<file path="src/rtl/fwft_pkg.sv">
package fwft_pkg;
    // Where the output register is refilled from on a given cycle
    typedef enum logic [1:0] {
        SRC_NONE   = 2'd0,
        SRC_MEM    = 2'd1,
        SRC_BYPASS = 2'd2
    } fill_src_e;
endpackage

</file>
<file path="src/rtl/fwft_mem.sv">
module fwft_mem #(
    parameter int DATA_W = 8,
    parameter int DEPTH  = 4,
    parameter int AW     = 2
) (
    input  logic              clk,
    input  logic              we,
    input  logic [AW-1:0]     waddr,
    input  logic [DATA_W-1:0] wdata,
    input  logic [AW-1:0]     raddr,
    output logic [DATA_W-1:0] rdata
);
    logic [DATA_W-1:0] cells_q [DEPTH];

    always_ff @(posedge clk) begin
        if (we) begin
            cells_q[waddr] <= wdata;
        end
    end

    assign rdata = cells_q[raddr];
endmodule

</file>
<file path="src/rtl/fwft_core.sv">
module fwft_core
    import fwft_pkg::*;
#(
    parameter int DATA_W = 8,
    parameter int DEPTH  = 4
) (
    input  logic              clk,
    input  logic              rst,
    input  logic              wr_en,
    input  logic [DATA_W-1:0] din,
    output logic              full,
    input  logic              rd_en,
    output logic [DATA_W-1:0] dout,
    output logic              empty
);
    localparam int AW = (DEPTH > 1) ? $clog2(DEPTH) : 1;
    localparam int CW = $clog2(DEPTH + 1);

    typedef struct packed {
        logic [AW-1:0]     wptr;
        logic [AW-1:0]     rptr;
        logic [CW-1:0]     cnt;
        logic              oval;
        logic [DATA_W-1:0] odata;
    } state_t;

    state_t    st_q, st_d;
    fill_src_e src_d;
    logic      mem_we_d;
    logic      wr_ok, pop, slot_free;
    logic [DATA_W-1:0] mem_rdata;

    function automatic logic [AW-1:0] bump(input logic [AW-1:0] p);
        return (p == AW'(DEPTH - 1)) ? '0 : p + 1'b1;
    endfunction

    assign full  = (st_q.cnt == CW'(DEPTH));
    assign empty = !st_q.oval;
    assign dout  = st_q.odata;

    assign wr_ok     = wr_en && !full;
    assign pop       = rd_en && st_q.oval;
    assign slot_free = !st_q.oval || pop;

    always_comb begin
        st_d  = st_q;
        src_d = SRC_NONE;
        if (slot_free) begin
            if (st_q.cnt != '0) begin
                src_d = SRC_MEM;
            end else if (wr_ok) begin
                src_d = SRC_BYPASS;
            end
        end

        case (src_d)
            SRC_MEM: begin
                st_d.odata = mem_rdata;
                st_d.oval  = 1'b1;
                st_d.rptr  = bump(st_q.rptr);
            end
            SRC_BYPASS: begin
                st_d.odata = din;
                st_d.oval  = 1'b1;
            end
            default: begin
                if (slot_free) begin
                    st_d.oval = 1'b0;
                end
            end
        endcase

        mem_we_d = wr_ok && (src_d != SRC_BYPASS);
        if (mem_we_d) begin
            st_d.wptr = bump(st_q.wptr);
        end
        st_d.cnt = st_q.cnt + CW'(mem_we_d) - CW'(src_d == SRC_MEM);
    end

    always_ff @(posedge clk) begin
        if (rst) begin
            st_q <= '0;
        end else begin
            st_q <= st_d;
        end
    end

    fwft_mem #(
        .DATA_W(DATA_W),
        .DEPTH (DEPTH),
        .AW    (AW)
    ) u_mem (
        .clk  (clk),
        .we   (mem_we_d),
        .waddr(st_q.wptr),
        .wdata(din),
        .raddr(st_q.rptr),
        .rdata(mem_rdata)
    );
endmodule

</file>
<file path="src/rtl/fwft_stream_fifo.sv">
module fwft_stream_fifo #(
    parameter int DATA_W = 8,
    parameter int DEPTH  = 4
) (
    input  logic              clk,
    input  logic              rst,
    input  logic              in_valid,
    output logic              in_ready,
    input  logic [DATA_W-1:0] in_data,
    output logic              out_valid,
    input  logic              out_ready,
    output logic [DATA_W-1:0] out_data
);
    logic core_full, core_empty, core_wr, core_rd;
    logic [DATA_W-1:0] core_dout;

    assign in_ready  = !core_full;
    assign core_wr   = in_valid && in_ready;
    assign out_valid = !core_empty;
    assign core_rd   = out_valid && out_ready;
    assign out_data  = core_dout;

    fwft_core #(
        .DATA_W(DATA_W),
        .DEPTH (DEPTH)
    ) u_core (
        .clk  (clk),
        .rst  (rst),
        .wr_en(core_wr),
        .din  (in_data),
        .full (core_full),
        .rd_en(core_rd),
        .dout (core_dout),
        .empty(core_empty)
    );
endmodule

</file>
<file path="config.mk">
export PLATFORM = sky130hd
export DESIGN_NAME = fwft_stream_fifo
export DESIGN_NICKNAME = d
export VERILOG_FILES = /design/src/rtl/fwft_pkg.sv /design/src/rtl/fwft_mem.sv /design/src/rtl/fwft_core.sv /design/src/rtl/fwft_stream_fifo.sv
export SDC_FILE = /design/constraint.sdc
export NUM_CORES = 1
export LEC_CHECK = 0
export BUFFER_PORTS_ARGS = -buffer_cell sky130_fd_sc_hd__buf_2
export CORE_ASPECT_RATIO = 2
export CORE_MARGIN = 2
export CORE_UTILIZATION = 61
export DETAILED_ROUTE_END_ITERATION = 12
export HOLD_SLACK_MARGIN = 0.05
export PLACE_DENSITY = 0.86
export REMOVE_ABC_BUFFERS = 1
export SLEW_MARGIN = 20
export SYNTH_ARGS = -nofsm -noshare
export SYNTH_HDL_FRONTEND = slang
export SYNTH_SLANG_ARGS = --single-unit
</file>
<file path="constraint.sdc">
create_clock -name clk -period 5.4 [get_ports clk]
set_input_delay 1.08 -clock clk [delete_from_list [all_inputs] [get_ports clk]]
set_output_delay 1.08 -clock clk [all_outputs]
set_load 0.01 [all_outputs]
</file>
* Word-level counts from Yosys, hierarchy flattened
Memories as Yosys holds them, arrays and structs flattened. A register that Yosys moved wholly into a read port is not among the register bits.
Index checks and enable logic that the tools add are counted.
** Cells by class
- $add $sub $neg :: 4
- Multipliers :: 0
- Div/mod/pow operators :: 0
- $lt $le $gt $ge :: 0
- Equality and inequality tests :: 6
- Shift-type cells :: 0
- Mux-type cells :: 12
- Bitwise gates (word level) :: 0
- Reductions and logical operators :: 12
** Operators by type and width (count)
- $pmux W8 S2 :: 1
- $mux W2 :: 7
- $eq A2 B2 Y1 const B :: 3
- $logic_and A1 B1 Y1 :: 5
- $add A2 B1 Y2 const B :: 2
- $mux W1 :: 4
- $reduce_bool A2 Y1 :: 2
- $add A3 B1 Y3 :: 1
- $eq A3 B3 Y1 const B :: 1
- $reduce_bool A3 Y1 :: 1
- $sub A3 B1 Y3 :: 1
- $eq A2 B1 Y1 const B :: 1
- $logic_not A1 Y1 :: 2
- $ne A2 B2 Y1 const B :: 1
- $reduce_or A2 Y1 :: 1
- $logic_or A1 B1 Y1 :: 1
** Word-level totals
- Register bits after elaboration :: 16
- Bits in latches :: 0
- Bits in writable memories :: 32
- Memory bits (read-only) :: 0
- Bits of input ports :: 12
- Output and inout bits :: 10
- Word-level logic and storage cells :: 40
- Memories kept :: 1
** Memory list
- u_core.u_mem.cells_q :: depth 4, width 8, rd ports 1, clocked after memory_dff 1, write ports 1, RTL line fwft_mem.sv:13 : logic [DATA_W-1:0] cells_q [DEPTH];

* Longest topological paths before layout
- Depth in word-level cells :: 11
- Depth in mapped cells :: 9
- Gate-level depth less buffers :: 9

* Cells and area by module
From an unflattened synthesis, not the netlist that was laid out.
** Second synthesis, totals
- Cells, all modules :: 154
- Area, all modules :: 2233.4 um2
** By module, submodules not included
- fwft_mem :: times used 1, cells each 46, area an instance 1188.6 um2, seq. area each 960.9 um2
- fwft_core :: times used 1, cells each 104, area an instance 1024.7 um2, seq. area each 320.3 um2
- fwft_stream_fifo :: times used 1, cells each 4, area an instance 20.0 um2, seq. area each 0.0 um2

* Least setup slack after synthesis
Ideal clock, no wire load.
- Kind :: input to register
- From :: in out_ready
- To :: reg u_core.st_q[11] in the netlist's numbering
- Library setup time :: 0.128 ns
- Arrival :: 2.622 ns
- Data required time :: 5.272 ns
- Path slack :: 2.651 ns
- Stages :: 9
- Path buffers :: 0
- Cell sequence :: and2b_2 > nor2b_1 > ha_1 > inv_1 > ha_1 > fa_1 > xnor2_1 > xnor2_1 > nor2_1
** Between the ends
- Cells in the longest elaborated chain, start to end :: 8
- Elaborated cells between the ends (all ways) :: 9
- Those cells by class :: add/sub (2); eq/ne (2); mux (1); reduce/logical (4)
** Ends and longest elaborated chain
- from (decl) :: RTL line fwft_stream_fifo.sv:11 : input logic out_ready,
- $logic_and A1 B1 Y1 (*) :: RTL line fwft_stream_fifo.sv:20 : assign core_rd = out_valid && out_ready;
- $logic_and A1 B1 Y1 (*) :: RTL line fwft_core.sv:42 : assign pop = rd_en && st_q.oval;
- $logic_or A1 B1 Y1 (*) :: RTL line fwft_core.sv:43 : assign slot_free = !st_q.oval || pop;
- $mux W2 (*) :: RTL line fwft_core.sv:48 : if (slot_free) begin
- $ne A2 B2 Y1 :: RTL line fwft_core.sv:73 : mem_we_d = wr_ok && (src_d != SRC_BYPASS);
- $logic_and A1 B1 Y1 :: RTL line fwft_core.sv:73
- $add A3 B1 Y3 :: RTL line fwft_core.sv:77 : st_d.cnt = st_q.cnt + CW'(mem_we_d) - CW'(src_d == SRC_MEM);
- $sub A3 B1 Y3 (*) :: RTL line fwft_core.sv:77
- to (signal assigned) :: RTL line fwft_core.sv:84 : st_q <= st_d;
- to (decl) :: RTL line fwft_core.sv:27 : state_t st_q, st_d;
Mark *: on every way between the ends. The rest lies on a longest branch, timed or not.
A chain may end at the register's enable or synchronous reset.

* Worst setup path after layout
Same ends and word-level chain as after synthesis.

==> results.tsv <==
metric	value	unit
status	finished, final reports clean	
vias in the first global route	1172	
CP Capture Type	register	
Int Pwr	750	µW
Initial Util	0.627	
P&R area growth vs syn	7.04	%
RSZ-0062 raised after global routing	no	
fin crit share	0.502	
DRT Pass-1 Iters	4	
GRT Residual Overflow	0	
crit path kind	primary input to register	
clk root buf	clkbuf_8	
hold buffer count at CTS	0	
Worst EP required	5.59	ns
Core Rows	30	
Logic pwr share	0.313	
die height	86.9	µm
critical path peak fanout	4	
drt total wl	3150	µm
H-tree depth	2	
Syn Inst Count	140	
number of fill cells	242	
fin crit period	2.71	ns
CTS Sinks	50	
hpwl dp	2380	µm
met3 WL	139	µm
Tot Pwr	1.09	mW
Max Cap Violations	0	
share of cells above drive strength 1	0.269	
switching power	341	µW
Post-DRT Antenna Nets	0	
synthesized area	2100	µm²
TritonCTS clock tree	built	
Metal-1 WL	1210	µm
Max Slew Vio Count	0	
crit path DAT	2.90	ns
gr usage total	0.201	
clk_lat worst skew	0.31	ns
number of DRC markers in iteration 0	18	
Yosys cell types	25	
cts bufs inserted	5	
Inserted Diodes	0	
first-pass GRT wire length	5500	µm
clk buf depth	2	
Max Freq	369	MHz
Slew headroom	0.418	
vias per cell	6.04	
FF+latch area	1320	µm²
largest net degree at the start of global routing	17	
met2 WL post-DR	1720	µm
post-DR wirelength/cell	16.8	µm
via count	1135	
HP Start	u_core.dout[1]	
fin area	2240	µm²
Sw Share	0.313	
syn avg cell area	15.0	µm²
pre-CTS WS	2.37	ns
routability cong.	0.673	
hold endpoint	u_core.dout[1]	
worst reg2reg startpoint	u_core.st_q[11]	
peak supply drop	346	µV
# setup viols final	0	
Core Region	3340	µm²
Worst-Margin Slew	0.869	ns
Leak Pwr	0.824	nW
final hold viol count	0	
Resized Gates After CTS	0	
DIE WIDTH	45.4	µm
PD cells	487	nW/µm²
worst reg2reg endpoint	u_core.st_q[11]	
post-route clock skew	0.00859	ns
hold path depth	2	
initial antenna violation count	0	
DR top layer	met4	
PortBufs	21	
Placed Area	2150	µm²
clock-pin transition on the worst setup and hold timing paths	0.08	ns
worst reg2reg path depth	9	
Setup TNS	0	ns
clock power share	0.194	
Yosys reg bits	50	
sequential fraction of the synthesis area	0.630	
Final Net Count	175	
crit path launch type	primary input	
worst setup margin	2.69	ns
Synth Warn #	0	
I/O pin total	22	
Setup Buffers After CTS	0	
Die ar.	3950	µm²
Reg2Reg Setup Slack	3.02	ns
area of the multi-input gates	667	µm²
DRC	0	
register share of total power	0.493	
Hold/Removal Path Class	register to register	
==> cell type report <==
class | count | share of cell area
clock buffers | 6 | 0.0323
clock inverters | 2 | 0.00669
inverters | 6 | 0.0100
multi-input cells | 71 | 0.297
flip-flops and latches | 50 | 0.589
well taps | 32 | 0.0178
repair buffers | 21 | 0.0468
==> state kept, by name (all words and copies together), names as in the netlist, named ones only <==
name / flops
u_core.dout: 8
u_core.st_q: 8
u_core.u_mem.cells_q: 32
==> synthesized netlist by cell type <==
library cell,n,share of area
or3_4,1,0.0054
nor2b_1,3,0.0090
and2b_2,1,0.0042
edfxtp_1,32,0.46
buf_6,1,0.0054
nor3b_2,1,0.0060
nand2_1,1,0.0018
mux4_2,8,0.086
nor3_1,1,0.0024
buf_1,1,0.0018
a211oi_1,8,0.029
buf_2,2,0.0048
a21oi_1,1,0.0024
dfxtp_1,18,0.17
xnor2_1,2,0.0084
ha_1,7,0.042
mux2i_1,12,0.057
a21boi_2,1,0.0054
nor2_1,18,0.032
or3b_2,1,0.0042
fa_1,1,0.0096
buf_4,8,0.029
inv_1,6,0.011
clkbuf_1,1,0.0018
and2_1,4,0.012
==> metal layers <==
metal / GRT usage / up-vias
met4: 0.126 / 0
li1: - / 531
met2: 0.328 / 30
met5: 0 / -
met1: 0.224 / 566
met3: 0.0498 / 8
==> kinds of logic (layout without fill, tap and decap cells) <==
family	count (synthesis)	in the layout	synth area share
DFF	50	50	0.630
and+or+nand+nor	31	31	0.0770
muxes	20	20	0.143
buffers and inverters	19	35	0.0531
AOI/OAI and AO/OA	10	10	0.0364
adders and majority gates	8	8	0.0513
xor gates and xnor gates	2	2	0.00836
==> worst max path at each step <==
stage / endpoint / cells after the start / slack, ns / start
after floorplan: u_core.st_q[11] / 9 / 2.66 / out_ready
after global placement: u_core.st_q[11] / 10 / 2.50 / out_ready
after detailed placement: u_core.st_q[11] / 10 / 2.37 / out_ready
after CTS: u_core.st_q[11] / 10 / 2.68 / out_ready
after global routing: u_core.st_q[11] / 10 / 2.54 / out_ready
final: u_core.st_q[11] / 10 / 2.69 / out_ready
==> power by group through the flow <==
stage               clock [mW]  combinational, mW  sequential [mW]
global route             0.230              0.385            0.549
finish                   0.212              0.342            0.538
floorplan                    0              0.246            0.545
global placement             0              0.318            0.541
CTS                      0.215              0.345            0.540
detailed placement           0              0.344            0.549
==> cells in the final DEF (no fill, tap or decap) <==
master and count:
a211oi_1 8, a21boi_2 1, a21oi_2 1, and2_1 4
and2b_2 1, buf_2 21, clkbuf_1 1, clkbuf_8 5
clkinvlp_4 2, dfxtp_1 18, edfxtp_1 32, fa_1 1
ha_1 7, inv_1 6, mux2i_1 12, mux4_2 8
nand2_1 1, nor2_1 18, nor2b_1 3, nor3_1 1
nor3b_2 1, or3_4 1, or3b_2 1, xnor2_1 2
==> through the flow <==
step                      hold WS, ns  cells   util
final                           0.500    188  0.672
after global routing            0.538    188  0.672
after CTS                       0.505    188  0.670
after detailed placement        0.493    180  0.644
after global placement          0.484    180  0.644
after floorplan                 0.492    127      -
==> worst max-delay path, stage by stage <==
cell and delay (ns):
buf_2 0.08, and2b_2 0.24, nor2b_1 0.30, ha_1 0.18, inv_1 0.04, ha_1 0.19, fa_1 0.40, xnor2_1 0.20
xnor2_1 0.14, nor2_1 0.05
(Power assumes the default switching activity.)
